`src/rtl/mwe_pkg.sv`:
```
package mwe_pkg;

  typedef enum logic [2:0] {
    ST_IDLE,
    ST_HEAD,
    ST_DATA,
    ST_READ,
    ST_DONE
  } frame_st_t;

  typedef enum logic [2:0] {
    CMD_NONE,
    CMD_WRITE,
    CMD_ERASE,
    CMD_WRALL,
    CMD_ERALL
  } wcmd_t;

  localparam logic [1:0] OP_SPECIAL = 2'b00;
  localparam logic [1:0] OP_WRITE   = 2'b01;
  localparam logic [1:0] OP_READ    = 2'b10;
  localparam logic [1:0] OP_ERASE   = 2'b11;

  localparam logic [1:0] SUB_LOCK   = 2'b00;
  localparam logic [1:0] SUB_WRALL  = 2'b01;
  localparam logic [1:0] SUB_ERALL  = 2'b10;
  localparam logic [1:0] SUB_UNLOCK = 2'b11;

endpackage

```
`src/rtl/mwe_pin_sync.sv`:
```
module mwe_pin_sync (
  input  logic clk,
  input  logic rst_n,
  input  logic cs,
  input  logic sk,
  input  logic din,
  output logic cs_q,
  output logic di_q,
  output logic sk_rise,
  output logic cs_fall
);

  logic sk_q, sk_p, cs_p;

  always_ff @(posedge clk) begin
    if (!rst_n) begin
      cs_q <= 1'b0;
      sk_q <= 1'b0;
      di_q <= 1'b0;
      sk_p <= 1'b0;
      cs_p <= 1'b0;
    end else begin
      cs_q <= cs;
      sk_q <= sk;
      di_q <= din;
      sk_p <= sk_q;
      cs_p <= cs_q;
    end
  end

  assign sk_rise = sk_q & ~sk_p;
  assign cs_fall = cs_p & ~cs_q;

endmodule

```
`src/rtl/mwe_write_timer.sv`:
```
module mwe_write_timer #(
  parameter int CYCLES = 1000
) (
  input  logic clk,
  input  logic rst_n,
  input  logic start,
  output logic busy
);

  localparam int CNT_W = $clog2(CYCLES + 1);

  logic [CNT_W-1:0] remain;

  always_ff @(posedge clk) begin
    if (!rst_n) begin
      busy   <= 1'b0;
      remain <= '0;
    end else if (start) begin
      busy   <= 1'b1;
      remain <= CNT_W'(CYCLES - 1);
    end else if (busy) begin
      if (remain == '0) busy <= 1'b0;
      else remain <= remain - 1'b1;
    end
  end

endmodule

```
`src/rtl/mwe_frame_decoder.sv`:
```
module mwe_frame_decoder
  import mwe_pkg::*;
#(
  parameter int AW = 6,
  parameter int DW = 16
) (
  input  logic          clk,
  input  logic          rst_n,
  input  logic          cs_q,
  input  logic          cs_fall,
  input  logic          sk_rise,
  input  logic          di_q,
  input  logic          busy,
  input  logic [DW-1:0] rd_word,
  output logic [AW-1:0] rd_addr,
  output logic          fire,
  output wcmd_t         fire_cmd,
  output logic [AW-1:0] fire_addr,
  output logic [DW-1:0] fire_data,
  output logic          set_wen,
  output logic          clr_wen,
  output logic          drv,
  output logic          drv_val,
  output logic          frame_active
);

  localparam int HW   = AW + 2;
  localparam int CMAX = (DW > HW) ? DW : HW;
  localparam int CW   = $clog2(CMAX + 1);

  frame_st_t     st;
  wcmd_t         pend;
  logic [HW-1:0] hdr;
  logic [HW-1:0] hdr_nx;
  logic [CW-1:0] cnt;
  logic [DW-1:0] dsh;
  logic [DW-1:0] rsh;

  assign hdr_nx       = {hdr[HW-2:0], di_q};
  assign rd_addr      = hdr_nx[AW-1:0];
  assign fire         = cs_fall && (st == ST_DONE) && (pend != CMD_NONE);
  assign fire_cmd     = pend;
  assign fire_addr    = hdr[AW-1:0];
  assign fire_data    = dsh;
  assign frame_active = (st != ST_IDLE);

  always_ff @(posedge clk) begin
    if (!rst_n) begin
      st      <= ST_IDLE;
      pend    <= CMD_NONE;
      hdr     <= '0;
      cnt     <= '0;
      dsh     <= '0;
      rsh     <= '0;
      drv     <= 1'b0;
      drv_val <= 1'b0;
      set_wen <= 1'b0;
      clr_wen <= 1'b0;
    end else begin
      set_wen <= 1'b0;
      clr_wen <= 1'b0;
      if (!cs_q) begin
        st      <= ST_IDLE;
        pend    <= CMD_NONE;
        cnt     <= '0;
        drv     <= 1'b0;
        drv_val <= 1'b0;
      end else if (sk_rise && !busy) begin
        case (st)
          ST_IDLE: begin
            if (di_q) begin
              st  <= ST_HEAD;
              cnt <= '0;
            end
          end
          ST_HEAD: begin
            hdr <= hdr_nx;
            cnt <= cnt + 1'b1;
            if (cnt == CW'(HW - 1)) begin
              cnt <= '0;
              case (hdr_nx[HW-1:HW-2])
                OP_READ: begin
                  rsh     <= rd_word;
                  drv     <= 1'b1;
                  drv_val <= 1'b0;
                  st      <= ST_READ;
                end
                OP_WRITE: begin
                  pend <= CMD_WRITE;
                  st   <= ST_DATA;
                end
                OP_ERASE: begin
                  pend <= CMD_ERASE;
                  st   <= ST_DONE;
                end
                default: begin
                  case (hdr_nx[AW-1:AW-2])
                    SUB_UNLOCK: begin
                      set_wen <= 1'b1;
                      st      <= ST_DONE;
                    end
                    SUB_LOCK: begin
                      clr_wen <= 1'b1;
                      st      <= ST_DONE;
                    end
                    SUB_WRALL: begin
                      pend <= CMD_WRALL;
                      st   <= ST_DATA;
                    end
                    default: begin
                      pend <= CMD_ERALL;
                      st   <= ST_DONE;
                    end
                  endcase
                end
              endcase
            end
          end
          ST_DATA: begin
            dsh <= {dsh[DW-2:0], di_q};
            cnt <= cnt + 1'b1;
            if (cnt == CW'(DW - 1)) st <= ST_DONE;
          end
          ST_READ: begin
            if (cnt == CW'(DW)) begin
              drv <= 1'b0;
              st  <= ST_DONE;
            end else begin
              drv_val <= rsh[DW-1];
              rsh     <= {rsh[DW-2:0], 1'b0};
              cnt     <= cnt + 1'b1;
            end
          end
          default: ;
        endcase
      end
    end
  end

endmodule

```
`src/rtl/mw_serial_eeprom.sv`:
```
module mw_serial_eeprom
  import mwe_pkg::*;
#(
  parameter int ADDR_W       = 6,
  parameter int DATA_W       = 16,
  parameter int WRITE_CYCLES = 1000
) (
  input  logic clk,
  input  logic rst_n,
  input  logic cs,
  input  logic sk,
  input  logic din,
  output logic dout,
  output logic dout_oe
);

  localparam int WORDS = 1 << ADDR_W;

  logic              cs_q, di_q, sk_rise, cs_fall;
  logic [ADDR_W-1:0] rd_addr, fire_addr;
  logic [DATA_W-1:0] fire_data;
  wcmd_t             fire_cmd;
  logic              fire, set_wen, clr_wen, drv, drv_val, frame_active;
  logic              wen, start, wr_busy, stat_pend;
  logic [DATA_W-1:0] mem [WORDS];

  mwe_pin_sync sync_i (
    .clk     (clk),
    .rst_n   (rst_n),
    .cs      (cs),
    .sk      (sk),
    .din     (din),
    .cs_q    (cs_q),
    .di_q    (di_q),
    .sk_rise (sk_rise),
    .cs_fall (cs_fall)
  );

  mwe_frame_decoder #(.AW(ADDR_W), .DW(DATA_W)) dec_i (
    .clk          (clk),
    .rst_n        (rst_n),
    .cs_q         (cs_q),
    .cs_fall      (cs_fall),
    .sk_rise      (sk_rise),
    .di_q         (di_q),
    .busy         (wr_busy),
    .rd_word      (mem[rd_addr]),
    .rd_addr      (rd_addr),
    .fire         (fire),
    .fire_cmd     (fire_cmd),
    .fire_addr    (fire_addr),
    .fire_data    (fire_data),
    .set_wen      (set_wen),
    .clr_wen      (clr_wen),
    .drv          (drv),
    .drv_val      (drv_val),
    .frame_active (frame_active)
  );

  mwe_write_timer #(.CYCLES(WRITE_CYCLES)) tmr_i (
    .clk   (clk),
    .rst_n (rst_n),
    .start (start),
    .busy  (wr_busy)
  );

  assign start = fire & wen;

  always_ff @(posedge clk) begin
    if (!rst_n) wen <= 1'b0;
    else if (set_wen) wen <= 1'b1;
    else if (clr_wen) wen <= 1'b0;
  end

  always_ff @(posedge clk) begin
    if (!rst_n) begin
      for (int i = 0; i < WORDS; i++) mem[i] <= '1;
    end else if (start) begin
      case (fire_cmd)
        CMD_WRITE: mem[fire_addr] <= fire_data;
        CMD_ERASE: mem[fire_addr] <= '1;
        CMD_WRALL: for (int i = 0; i < WORDS; i++) mem[i] <= fire_data;
        CMD_ERALL: for (int i = 0; i < WORDS; i++) mem[i] <= '1;
        default: ;
      endcase
    end
  end

  always_ff @(posedge clk) begin
    if (!rst_n) stat_pend <= 1'b0;
    else if (start) stat_pend <= 1'b1;
    else if (frame_active) stat_pend <= 1'b0;
  end

  always_ff @(posedge clk) begin
    if (!rst_n) begin
      dout    <= 1'b0;
      dout_oe <= 1'b0;
    end else begin
      dout_oe <= cs_q & (drv | (stat_pend & ~frame_active));
      dout    <= drv ? drv_val : (stat_pend & ~wr_busy);
    end
  end

endmodule

```
`config.mk`:
```
export PLATFORM = sky130hd
export DESIGN_NAME = mw_serial_eeprom
export DESIGN_NICKNAME = d
export VERILOG_FILES = /design/src/rtl/mwe_pkg.sv /design/src/rtl/mwe_pin_sync.sv /design/src/rtl/mwe_write_timer.sv /design/src/rtl/mwe_frame_decoder.sv /design/src/rtl/mw_serial_eeprom.sv
export SDC_FILE = /design/constraint.sdc
export NUM_CORES = 2
export LEC_CHECK = 0
export ABC_AREA = 1
export BUFFER_PORTS_ARGS = -buffer_cell sky130_fd_sc_hd__buf_2
export CAP_MARGIN = 20
export CORE_MARGIN = 3
export CORE_UTILIZATION = 35
export CTS_CLUSTER_SIZE = 24
export DETAILED_ROUTE_END_ITERATION = 12
export SLEW_MARGIN = 15
export SYNTH_ARGS = -nofsm -noshare
export SYNTH_HDL_FRONTEND = slang
export SYNTH_SLANG_ARGS = --single-unit
```
`constraint.sdc`:
```
create_clock -name clk -period 4.9 [get_ports clk]
set_input_delay 1.225 -clock clk [delete_from_list [all_inputs] [get_ports clk]]
set_output_delay 1.225 -clock clk [all_outputs]
set_load 0.01 [all_outputs]
```
== Word-level counts from Yosys, hierarchy flattened ==
Memory sizes are Yosys's and may differ from the RTL's.
Cells that the tools add are included.

* Add/sub/neg operators: 2
* Multiply operators: 0
* Divide/modulo/power cells: 0
* Order comparisons: 0
* Equality and inequality tests: 24
* Shift operators: 0
* Multiplexer cells: 187
* Bitwise operators: 146
* Reductions and logical operators: 29

{| class="wikitable"
|+ Operators with widths
! kind !! count
|-
| $mux W16 || 133
|-
| $or A1 B1 Y1 || 130
|-
| $mux W1 || 34
|-
| $pmux W16 S2 || 1
|-
| $mux W10 || 3
|-
| $pmux W5 S4 || 1
|-
| $pmux W3 S3 || 2
|-
| $reduce_or A16 Y1 || 1
|-
| $mux W3 || 5
|-
| $mux W5 || 3
|-
| $reduce_and A5 Y1 || 3
|-
| $eq A3 B2 Y1 const B || 4
|-
| $pmux W3 S4 || 1
|-
| $reduce_and A6 Y1 || 2
|-
| $logic_not A10 Y1 || 1
|-
| $not A1 Y1 || 10
|-
| $sub A10 B1 Y10 const B || 1
|-
| $ne A2 B1 Y1 const B || 4
|-
| $reduce_bool A2 Y1 || 4
|-
| $reduce_or A8 Y1 || 1
|-
| $and A1 B1 Y1 || 6
|-
| $eq A2 B2 Y1 const B || 3
|-
| $eq A3 B1 Y1 const B || 2
|-
| $eq A3 B3 Y1 const B || 2
|-
| 20 further kinds || 31
|}

* Register bits: 74
* Bits in latches: 0
* Memory bits (writable): 1024
* Bits in read-only memories: 0
* Input bits: 5
* Output and inout port bits: 2
* Word-level logic and storage cells: 411
* Memories: 1

{| class="wikitable"
|+ Memories
! name !! depth !! width !! read ports !! clocked after memory_dff !! write ports !! line !! source
|-
| mem || 64 || 16 || 1 || 0 || 64 || mw_serial_eeprom.sv:25 || <nowiki>logic [DATA_W-1:0] mem [WORDS];</nowiki>
|}

== Longest topological paths before layout ==
* Depth after elaboration: 11
* Depth in mapped cells: 16

== Hierarchy ==
Synthesis repeated with hierarchy kept, for this count alone.

* Cells, all modules: 7772
* Area, all modules: 60671.9 µm²

{| class="wikitable"
|+ By module, submodules not included
! module !! instances !! cells an instance !! area an instance (µm²) !! sequential area each (µm²)
|-
| mw_serial_eeprom || 1 || 7184 || 56788.2 || 30829.6
|-
| mwe_frame_decoder || 1 || 471 || 3062.9 || 1081.0
|-
| mwe_write_timer || 1 || 98 || 668.1 || 220.2
|-
| mwe_pin_sync || 1 || 19 || 152.6 || 100.1
|}

== Least setup slack after synthesis ==
Ideal clock, no wire load.

* Path type: input port to flip-flop
* Start point: input rst_n
* End point: memory mem[41][0] (enable)
* Arrival time: 3330 ps
* Data required time: 4489 ps
* Path slack: 1159 ps
* Cell stages on the path: 9
* Path buffers: 1
* Path through: clkbuf_2 nand3_1 nand2_1 nand2_4 nor2_2 inv_2 nor2_1 inv_2 o21ai_0

{| class="wikitable"
|+ RTL lines
! what !! line !! source
|-
| start, declared || mw_serial_eeprom.sv:9 || <nowiki>input logic rst_n,</nowiki>
|-
| end, declared || mw_serial_eeprom.sv:25 ||
|}

==> results_dict.tcl <==
set metrics [dict create \
    power_density_mw_per_mm2 318 \
    place_congestion 0.922 \
    synthFlopType "edfxtp_1" \
    ant_nets 0 \
    nets 6766 \
    fin_total_pwr_uw 20200 \
    routed_via_density 5.40 \
    synth_edf_count 1024 \
    rsz0062_at_grt "false" \
    num_rows 148 \
    wl_per_cell_um 22.4 \
    drt_iter0_drc 6827 \
    min_period_ps 3560 \
    dr.pass1.iters 8 \
    yosysMostFrequentCell "nand2_1" \
    grt-ovfl-total 0 \
    track_usage_pct 23.2 \
    slew_violations 0 \
    synth_cell_types 41 \
    cts_root_buf "clkbuf_16" \
    synthToLayoutAreaGrowth_pct 9.92 \
    wirelength_mm 202 \
    outcome "finished clean" \
    clk_path_buf_depth 3 \
    layout-drive-gt1-share_pct 7.62 \
    leakage_uw 0.0240 \
    worst_slew_pin_slew_ps 1060 \
    period_share_pct 72.6 \
    cts_sinks 1098 \
    rr_worst_depth 7 \
    grt_pass1_vias 44370 \
    ir_drop_uv 306 \
    intPower_uw 15600 \
    htree_num_levels 3 \
    holdWs_ps 440 \
    post-route-drc-count 0 \
    synth-simple-area-share_pct 23.6 \
    synth_warnings 0 \
    hold_viol 0 \
    synth_top_family_by_area "simple AND/OR/NAND/NOR gates" \
    timing.setup.tns_ps 0 \
    holdBufCountCts 0 \
    grt_pass1_wl_mm 295 \
    path_class "reg2reg" \
    cap_viol_max_count 0 \
    comb_power_share_pct 4.3 \
    path_clk_slew_ps 60 \
    cts_resized 0 \
    core_area_sq_mm 0.163 \
    worst_setup_path_start_kind "flip-flop" \
    ys_ff_latch 1098 \
    crit_required_ps 5260 \
    netlist_top_cells_count "nand2_1, edfxtp_1, o21ai_0" \
    start_util_pct 35.3 \
    synth_compound_area_share_pct 12.3 \
    relSlewSlack_pct 29.1 \
    async_flop_share_pct 0 \
    hold_path_class "reg2reg" \
    synth_xor_area_share_pct 0.0152 \
    max_freq_mhz 281 \
    die-area_sq_mm 0.170 \
    seqPwrFrac_pct 51.5 \
    syn_nets 7056 \
    yosysSeqAreaShare_pct 55.8 \
    numPortBuffers 6 \
    hold_depth 2 \
    cts_setup_buffers 0 \
    r2r_slack_ps 1340 \
    crit_arrival_ps 3920 \
    synth_mux_area_share_pct 0 \
    p_switching_uw 4600 \
    cts_tree "done" \
    syn_inst 7040 \
    synthAdderAreaFrac_pct 0.238 \
    ios 7 \
    dp_hpwl_mm 120 \
    crit_fanout 21 \
    fin_skew_ps 39.4 \
    synth_top_area_share_pct 53.3 \
    p_sw_share_pct 22.8 \
    grt_max_degree 190 \
    die_w_um 412 \
    fillers 16384 \
    antenna_found_initial 4 \
    synth.cell_area_sq_mm 0.0577 \
    avgSynthCellArea_sq_um 8.20 \
    clock_latency_ps 760 \
    setup_viol 0 \
    cts_made_buffers 115 \
    endpoint_kind "flip-flop" \
    dieHeight_um 412 \
    synthTopCellsByArea "edfxtp_1, nand2_1, o21ai_0" \
    vias 48747 \
    yosysTopAreaCell "edfxtp_1" \
    clock_power_share_pct 44.2 \
]
## state kept, by name, summed over array words and instances (netlist names), 3 cells and up
register,flops
dec_i.fire_data,16
dec_i.cnt,5
dec_i.hdr,7
dec_i.rsh,16
dec_i.fire_cmd,3
mem,1024
dec_i.st,3
tmr_i.remain,10
## final timing paths
path | endpoint | from
min | sync_i.sk_p | sync_i.sk_q
max reg2reg | mem[14][3] | dec_i.hdr[3]
min reg2reg | sync_i.sk_p | sync_i.sk_q
max | mem[14][3] | dec_i.hdr[3]
## per-stage QoR
step | instances | instance area, sq um | util [%] | setup WS [ps]
finish | 9024 | 63400 | 38.8 | 1340
global route | 9023 | 63400 | 38.8 | 1140
CTS | 9022 | 63400 | 38.8 | 1440
detailed placement | 8807 | 59700 | 36.5 | 918
global placement | 8806 | 59700 | 36.5 | 937
floorplan | 7040 | 57700 | - | 1160
## placed cells by master, fill, tap and decap left out, types with 29 or more instances in the layout
master,Yosys,routed
a21oi_1,134,134
buf_4,10,177
clkbuf_16,0,117
clkinv_1,8,32
clkinv_2,0,29
dfxtp_1,74,71
edfxtp_1,1024,1024
inv_1,476,473
inv_2,53,54
nand2_1,2449,2448
nand3_1,370,370
nor2_1,442,432
nor2_4,18,37
o21ai_0,917,890
o21ai_1,334,361
## critical path, stage by stage, from the launching register on
cell	delay [ps]
dfxtp_2	640
inv_1	500
nor3_1	270
inv_1	340
nor2_2	310
buf_4	280
inv_1	210
nand2_1	580
## final cells by class
class	count	area (sq um)	area share (%)
Tap cell	2175	2720	4.29
Timing Repair Buffer	201	1720	2.71
Inverter	538	2040	3.21
Clock buffer	139	3010	4.74
Antenna cell	1	2.50	0.00394
Clock inverter	76	728	1.15
Multi-Input combinational cell	4796	21000	33.1
Sequential cell	1098	32200	50.8
## per-layer routing
metal  GRT usage, %  up-vias  share of wire [%]
li1               -    22516                  -
met1           31.1    22884                 39
met2           36.1     2835                 45
met3           4.11      512                 11
met4           11.5        0                5.1
met5              0        -                  0
## kinds of logic (layout without fill, tap and decap cells)
family	Yosys count	after routing
simple gates	3374	3374
compound gates	1410	1410
buf+inv	1146	954
flops	1098	1098
fa+ha+maj	11	11
xor+xnor	1	1
other cells	0	1
## power groups by stage
stage                     Clock, uW  Combinational (uW)  Sequential [uW]
final                          8930                 859            10400
after floorplan                   0                 537            10600
after detailed placement          0                 847            10600
after CTS                      8980                 849            10400
after global routing           9340                 938            10400
after global placement            0                 830            10600
(Power assumes the default switching activity.)
